[src/rtl/rtc_pkg.sv]
package rtc_pkg;

   typedef enum logic [2:0] {
      FLD_SEC   = 3'd0,
      FLD_MIN   = 3'd1,
      FLD_HOUR  = 3'd2,
      FLD_DATE  = 3'd3,
      FLD_MONTH = 3'd4,
      FLD_YEAR  = 3'd5,
      FLD_DOW   = 3'd6,
      FLD_CENT  = 3'd7
   } fld_e;

   localparam int unsigned NUM_FIELDS = 8;
   localparam int unsigned FIELD_W    = 8;

   // Next BCD value for a two-digit byte (caller handles the upper wrap)
   function automatic logic [7:0] bcd_inc(input logic [7:0] v);
      if (v[3:0] >= 4'd9) return {v[7:4] + 4'd1, 4'd0};
      else                return {v[7:4], v[3:0] + 4'd1};
   endfunction

   function automatic logic [6:0] bcd_to_bin(input logic [7:0] v);
      return 7'(v[7:4]) * 7'd10 + 7'(v[3:0]);
   endfunction

   // Last valid date of a month, in BCD
   function automatic logic [7:0] month_last(input logic [7:0] month, input logic leap);
      case (month)
         8'h02:                      return leap ? 8'h29 : 8'h28;
         8'h04, 8'h06, 8'h09, 8'h11: return 8'h30;
         default:                    return 8'h31;
      endcase
   endfunction

endpackage

[src/rtl/rtc_prescaler.sv]
module rtc_prescaler #(
   parameter int unsigned PRESCALE = 32768,
   localparam int unsigned CNT_W   = (PRESCALE > 1) ? $clog2(PRESCALE) : 1
) (
   input  logic             clk,
   input  logic             rst_n,
   input  logic             tick_en,
   input  logic             run,
   input  logic             clear,
   output logic             sec_tick,
   output logic [CNT_W-1:0] cnt
);

   localparam logic [CNT_W-1:0] LAST  = CNT_W'(PRESCALE - 1);
   localparam bit               IS_P2 = ((PRESCALE & (PRESCALE - 1)) == 0);

   logic [CNT_W-1:0] cnt_q;
   logic [CNT_W-1:0] cnt_next;
   logic             at_last;

   generate
      if (PRESCALE < 2) begin : g_bad
         $error("rtc_prescaler: PRESCALE must be at least 2");
      end
      if (IS_P2) begin : g_pow2
         // natural wrap of a full-range counter
         assign at_last  = (cnt_q == LAST);
         assign cnt_next = cnt_q + CNT_W'(1);
      end else begin : g_cmp
         assign at_last  = (cnt_q == LAST);
         assign cnt_next = at_last ? '0 : cnt_q + CNT_W'(1);
      end
   endgenerate

   always_ff @(posedge clk or negedge rst_n) begin
      if (!rst_n)                cnt_q <= '0;
      else if (clear)            cnt_q <= '0;
      else if (run && tick_en)   cnt_q <= cnt_next;
   end

   assign sec_tick = run && tick_en && at_last && !clear;
   assign cnt      = cnt_q;

endmodule

[src/rtl/rtc_time_chain.sv]
module rtc_time_chain
   import rtc_pkg::*;
(
   input  logic       clk,
   input  logic       rst_n,
   input  logic       sec_tick,
   input  logic       wr_en,
   input  logic [2:0] wr_addr,
   input  logic [7:0] wr_data,
   output logic [7:0] sec_q,
   output logic [7:0] min_q,
   output logic [7:0] hour_q,
   output logic [7:0] dow_q,
   output logic       day_roll
);

   logic       sec_end, min_end, hour_adv, midnight;
   logic [7:0] hour_nxt, inc24, inc12, h12;

   assign sec_end  = (sec_q >= 8'h59);
   assign min_end  = (min_q >= 8'h59);
   assign hour_adv = sec_tick && sec_end && min_end;

   assign inc24 = bcd_inc({2'b00, hour_q[5:0]});
   assign h12   = {3'b000, hour_q[4:0]};
   assign inc12 = bcd_inc(h12);

   always_comb begin
      hour_nxt = hour_q;
      midnight = 1'b0;
      if (hour_q[7]) begin
         if (hour_q[5:0] >= 6'h23) begin
            hour_nxt = 8'h80;
            midnight = 1'b1;
         end else begin
            hour_nxt = {2'b10, inc24[5:0]};
         end
      end else begin
         if (h12 == 8'h11) begin
            hour_nxt = {2'b00, ~hour_q[5], 5'h12};
            midnight = hour_q[5];
         end else if (h12 >= 8'h12) begin
            hour_nxt = {2'b00, hour_q[5], 5'h01};
         end else begin
            hour_nxt = {2'b00, hour_q[5], inc12[4:0]};
         end
      end
   end

   assign day_roll = hour_adv && midnight;

   always_ff @(posedge clk or negedge rst_n) begin
      if (!rst_n) begin
         sec_q  <= 8'h00;
         min_q  <= 8'h00;
         hour_q <= 8'h80;
         dow_q  <= 8'h00;
      end else begin
         if (wr_en && wr_addr == FLD_SEC)         sec_q <= wr_data;
         else if (sec_tick)                       sec_q <= sec_end ? 8'h00 : bcd_inc(sec_q);

         if (wr_en && wr_addr == FLD_MIN)         min_q <= wr_data;
         else if (sec_tick && sec_end)            min_q <= min_end ? 8'h00 : bcd_inc(min_q);

         if (wr_en && wr_addr == FLD_HOUR)        hour_q <= wr_data & 8'hBF;
         else if (hour_adv)                       hour_q <= hour_nxt;

         if (wr_en && wr_addr == FLD_DOW)         dow_q <= wr_data;
         else if (day_roll)                       dow_q <= (dow_q >= 8'h06) ? 8'h00 : dow_q + 8'h01;
      end
   end

endmodule

[src/rtl/rtc_date_chain.sv]
module rtc_date_chain
   import rtc_pkg::*;
#(
   parameter logic [7:0] RESET_CENT = 8'h20
) (
   input  logic       clk,
   input  logic       rst_n,
   input  logic       day_roll,
   input  logic       wr_en,
   input  logic [2:0] wr_addr,
   input  logic [7:0] wr_data,
   output logic [7:0] date_q,
   output logic [7:0] month_q,
   output logic [7:0] year_q,
   output logic [7:0] cent_q
);

   logic [6:0] yr_bin, cent_bin;
   logic       leap, month_end, year_end, cent_step;
   logic [7:0] last_date;

   assign yr_bin    = bcd_to_bin(year_q);
   assign cent_bin  = bcd_to_bin(cent_q);
   assign leap      = (year_q == 8'h00) ? (cent_bin[1:0] == 2'b00) : (yr_bin[1:0] == 2'b00);
   assign last_date = month_last(month_q, leap);

   assign month_end = day_roll && (date_q >= last_date);
   assign year_end  = month_end && (month_q >= 8'h12);
   assign cent_step = year_end && (year_q >= 8'h99);

   always_ff @(posedge clk or negedge rst_n) begin
      if (!rst_n) begin
         date_q  <= 8'h01;
         month_q <= 8'h01;
         year_q  <= 8'h00;
         cent_q  <= RESET_CENT;
      end else begin
         if (wr_en && wr_addr == FLD_DATE)        date_q <= wr_data;
         else if (day_roll)                       date_q <= month_end ? 8'h01 : bcd_inc(date_q);

         if (wr_en && wr_addr == FLD_MONTH)       month_q <= wr_data;
         else if (month_end)                      month_q <= year_end ? 8'h01 : bcd_inc(month_q);

         if (wr_en && wr_addr == FLD_YEAR)        year_q <= wr_data;
         else if (year_end)                       year_q <= cent_step ? 8'h00 : bcd_inc(year_q);

         if (wr_en && wr_addr == FLD_CENT)        cent_q <= wr_data;
         else if (cent_step)                      cent_q <= (cent_q >= 8'h99) ? 8'h00 : bcd_inc(cent_q);
      end
   end

endmodule

[src/rtl/rtc_snapshot.sv]
module rtc_snapshot #(
   parameter int unsigned FIELDS = 8,
   parameter int unsigned W      = 8,
   localparam int unsigned AW    = (FIELDS > 1) ? $clog2(FIELDS) : 1
) (
   input  logic              clk,
   input  logic              rst_n,
   input  logic              latch,
   input  logic [FIELDS*W-1:0] live,
   input  logic [AW-1:0]     rd_addr,
   output logic [W-1:0]      rd_data
);

   logic [W-1:0] snap [FIELDS];

   generate
      if (FIELDS != (1 << AW)) begin : g_bad
         $error("rtc_snapshot: FIELDS must be a power of two");
      end
      for (genvar i = 0; i < FIELDS; i++) begin : g_fld
         always_ff @(posedge clk or negedge rst_n) begin
            if (!rst_n)     snap[i] <= '0;
            else if (latch) snap[i] <= live[i*W +: W];
         end
      end
   endgenerate

   assign rd_data = snap[rd_addr];

endmodule

[src/rtl/rtc_calendar_core.sv]
module rtc_calendar_core
   import rtc_pkg::*;
#(
   parameter int unsigned PRESCALE   = 32768,
   parameter logic [7:0]  RESET_CENT = 8'h20
) (
   input  logic       clk,
   input  logic       rst_n,
   input  logic       tick_en,
   input  logic       wr_en,
   input  logic [2:0] wr_addr,
   input  logic [7:0] wr_data,
   input  logic       rd_latch,
   input  logic [2:0] rd_addr,
   output logic [7:0] rd_data
);

   localparam int unsigned CNT_W = (PRESCALE > 1) ? $clog2(PRESCALE) : 1;

   logic             run_q;
   logic             sec_tick, day_roll;
   logic [CNT_W-1:0] pre_cnt;
   logic [7:0]       sec_q, min_q, hour_q, dow_q;
   logic [7:0]       date_q, month_q, year_q, cent_q;
   logic [NUM_FIELDS*FIELD_W-1:0] live;

   // Frozen after reset until the host loads any field
   always_ff @(posedge clk or negedge rst_n) begin
      if (!rst_n)     run_q <= 1'b0;
      else if (wr_en) run_q <= 1'b1;
   end

   rtc_prescaler #(.PRESCALE(PRESCALE)) u_pre (
      .clk      (clk),
      .rst_n    (rst_n),
      .tick_en  (tick_en),
      .run      (run_q),
      .clear    (wr_en),
      .sec_tick (sec_tick),
      .cnt      (pre_cnt)
   );

   rtc_time_chain u_time (
      .clk      (clk),
      .rst_n    (rst_n),
      .sec_tick (sec_tick),
      .wr_en    (wr_en),
      .wr_addr  (wr_addr),
      .wr_data  (wr_data),
      .sec_q    (sec_q),
      .min_q    (min_q),
      .hour_q   (hour_q),
      .dow_q    (dow_q),
      .day_roll (day_roll)
   );

   rtc_date_chain #(.RESET_CENT(RESET_CENT)) u_date (
      .clk      (clk),
      .rst_n    (rst_n),
      .day_roll (day_roll),
      .wr_en    (wr_en),
      .wr_addr  (wr_addr),
      .wr_data  (wr_data),
      .date_q   (date_q),
      .month_q  (month_q),
      .year_q   (year_q),
      .cent_q   (cent_q)
   );

   assign live = {cent_q, dow_q, year_q, month_q, date_q, hour_q, min_q, sec_q};

   rtc_snapshot #(.FIELDS(NUM_FIELDS), .W(FIELD_W)) u_snap (
      .clk     (clk),
      .rst_n   (rst_n),
      .latch   (rd_latch),
      .live    (live),
      .rd_addr (rd_addr),
      .rd_data (rd_data)
   );

endmodule

[config.mk]
export PLATFORM = sky130hd
export DESIGN_NAME = rtc_calendar_core
export DESIGN_NICKNAME = d
export VERILOG_FILES = /design/src/rtl/rtc_pkg.sv /design/src/rtl/rtc_prescaler.sv /design/src/rtl/rtc_time_chain.sv /design/src/rtl/rtc_date_chain.sv /design/src/rtl/rtc_snapshot.sv /design/src/rtl/rtc_calendar_core.sv
export SDC_FILE = /design/constraint.sdc
export NUM_CORES = 1
export LEC_CHECK = 0
export ABC_AREA = 1
export CORE_ASPECT_RATIO = 1.4
export CORE_MARGIN = 1
export CORE_UTILIZATION = 40
export CTS_CLUSTER_DIAMETER = 200
export DETAILED_ROUTE_END_ITERATION = 7
export PLACE_DENSITY = 0.57
export RECOVER_POWER = 100
export SYNTH_ARGS = -nofsm -noshare
export SYNTH_HDL_FRONTEND = slang
export SYNTH_SLANG_ARGS = --single-unit
[constraint.sdc]
create_clock -name clk -period 5.8 [get_ports clk]
set_input_delay 0.87 -clock clk [delete_from_list [all_inputs] [get_ports clk]]
set_output_delay 0.87 -clock clk [all_outputs]
set_load 0.02 [all_outputs]
==> flow_summary.ini <==
[timing]
fin_skew_ns = 0.0129
slew_violations = 172
rsz0062_at_grt = false
max_freq_ghz = 0.209
finalSetupViolCount = 0
tightest_slew_ns = 2.70
tns_ns = 0
max_slew_margin = -0.801
finalCritPeriodShare = 0.825
period_needed_ns = 4.79
final_hold_viol_count = 0

[synth]
synth_seq_cells = 142
yosysSeqAreaShare = 0.435
ys_types = 48
netlist_area_mm2 = 0.00818
syn_nets = 1100
avgSynthCellArea_um2 = 7.89
synth_warnings = 0
syn_inst = 1036

[pwr]
power_w = 0.00339
worst_ir_drop_vdd_mv = 0.231
pwr_density_cell_mw_per_mm2 = 371
p_leak_nw = 4.36

[drt]
ant_nets = 0
routed_wl_um = 22500
dr.pass1.iters = 5
num_vias = 6997
viasPerCell = 5.29
drtIter0Drc = 400
wire_per_inst_um = 17.0
drc = 0

[clock_tree]
cts_tree = yes
cts.clk_slew.worst_paths_ns = 0.06
h-tree-depth = 4
clock_path_buffers = 2
cts-resized-gates = 0
clock_latency_ns = 0.43
cts-root-buf = clkbuf_16
cts.sinks = 142
hold_buffers = 0
cts_setup_buffers = 0
cts_buffers = 17

[critical_path]
cp_slowest_cell = nor2_1
path_class = input port to register
path_cells = dlygate4sd3_1 > inv_1 > nand2_1 > nor2_1 > nand2_2 > nor2_1 > nand3_1 > nor2_1 > nand4_1 > nand2_4 > clkinvlp_2 > nand2_1 > nand3_1
worst_path_most_repeated_cell = nor2_1
critPathMaxStageDelay_ns = 0.68
crit_family = simple AND/OR/NAND/NOR gates
path_buf_inv = 3
crit_arrival_ns = 5.08
path_max_fanout = 14
crit_path_start_kind = input port
worstSetupStartpoint = wr_en
crit_required_ns = 6.10
critPathCaptureType = register
r2r-start = u_pre.cnt[1]$_DFFE_PN0P_

[final_layout]
layout_commonest_cell = nand2_1
layout.nets = 1124
final_util = 0.459
final_cell_mix = nand2_1 (219), dfrtp_1 (138), inv_1 (136)
drive_gt1_frac = 0.0598
areaGrowthSynthToFinish_pct = 11.7
antenna_cells = 0

[grt]
overflow = 0
grt_max_degree = 95
antenna_found_initial = 0
grt_pass1_wl_um = 36100
grt_pass1_vias = 6707
globalRouteTotalUtil = 0.231

[worst_hold_path]
hold_path.class = register to register
hp-start = run_q$_DFFE_PN0P_

[floorplan]
core_area_mm2 = 0.0199
row_count = 61
dieArea_mm2 = 0.0210
ioPinCount = 27
die_w_um = 123
fp.dieH_um = 171
start_util = 0.411

[place]
io_buffers = 26
dp_hpwl_um = 16800
gp_congestion = 0.839

[run_status]
run_status = finished, violations left
violations = capacitance limit, slew limit

[flow_run]
max_cap_violations = 3
==> state kept, by name, summed over array words and instances, names as in the netlist <==
register	count
run_q	1
u_date.cent_q	8
u_date.date_q	8
u_date.month_q	8
u_date.year_q	8
u_pre.cnt	15
u_snap.snap	63
u_time.dow_q	8
u_time.hour_q	7
u_time.min_q	8
u_time.sec_q	8
==> Yosys cell counts, drive strengths merged <==
cell type | instances | area, µm²
inv | 140 | 528
buf | 2 | 8.75
mux2 | 7 | 78.8
a31oi | 12 | 75.1
a22oi | 1 | 7.51
nor4 | 1 | 6.26
o221ai | 9 | 78.8
a21oi | 83 | 415
or2 | 3 | 18.8
nand2 | 224 | 901
o211ai | 4 | 30.0
o31ai | 3 | 22.5
xnor2 | 5 | 43.8
o21ai | 116 | 584
nor4b | 1 | 8.76
a211oi | 1 | 7.51
nor2 | 96 | 425
nand3 | 54 | 305
dfstp | 4 | 105
a41oi | 1 | 8.76
nand3b | 1 | 7.51
nor3 | 13 | 65.1
a221oi | 1 | 8.76
ha | 45 | 563
and3 | 1 | 6.26
a31o | 1 | 8.76
a32oi | 1 | 8.76
o22ai | 16 | 100
nand4 | 7 | 58.8
clkbuf | 24 | 90.1
xor2 | 13 | 114
a21boi | 1 | 7.51
dfrtp | 138 | 3450
clkinv | 7 | 27.5
==> layout make-up <==
| type | instances | area [µm²] |
|---|---|---|
| sequential | 142 | 3560 |
| multi-input combinational | 721 | 3860 |
| timing repair buffer | 31 | 285 |
| tap | 252 | 315 |
| fill | 2011 | 10800 |
| clock buffer | 19 | 443 |
| inverter | 147 | 554 |
| clock inverter | 10 | 118 |
==> metrics by stage <==
| stage | hold WS [ns] | cells | cell area, µm² | setup WS (ns) |
|---|---|---|---|---|
| after floorplan | 0.455 | 1036 | 8180 | 2.87 |
| after CTS | 0.487 | 1322 | 9250 | 1.48 |
| after global placement | 0.471 | 1293 | 8690 | 1.50 |
| after detailed placement | 0.476 | 1293 | 8690 | 1.49 |
| final | 0.477 | 1322 | 9140 | 1.01 |
| after global routing | 0.507 | 1322 | 9140 | 0.627 |
==> path summary, 6_finish.rpt <==
| check | end | slack, ns | cells past startpoint |
|---|---|---|---|
| worst min register to register | run_q$_DFFE_PN0P_ | 0.48 | 1 |
| worst max-delay path | u_date.cent_q[3]$_DFFE_PN0P_ | 1.01 | 13 |
| min in group asynchronous | u_pre.cnt[5]$_DFFE_PN0P_ | 0.50 | 1 |
| worst max register to register | u_date.cent_q[3]$_DFFE_PN0P_ | 1.79 | 12 |
| worst min-delay path | run_q$_DFFE_PN0P_ | 0.48 | 1 |
| max in group asynchronous | u_snap.snap[45]$_DFFE_PN0P_ | 2.22 | 2 |
==> power breakdown <==
group          switching, W  internal, W
logic              0.000555     0.000329
clock network      0.000420     0.000637
registers          0.000231      0.00122
==> metal layers <==
metal	vias up	GRT usage	routed length, µm
li1	3448	-	-
met1	3393	0.286	9740
met2	126	0.405	11600
met3	30	0.0322	620
met4	0	0.0822	530
met5	-	0	0
==> kinds of logic after synthesis <==
| logic type | Yosys count | synth area share |
|---|---|---|
| simple gates | 401 | 0.220 |
| compound gates | 250 | 0.167 |
| buf+inv | 173 | 0.0800 |
| flops | 142 | 0.435 |
| fa+ha+maj | 45 | 0.0688 |
| xor+xnor | 18 | 0.0193 |
| mux | 7 | 0.00964 |
No activity file was read; power rests on OpenSTA's default activity.
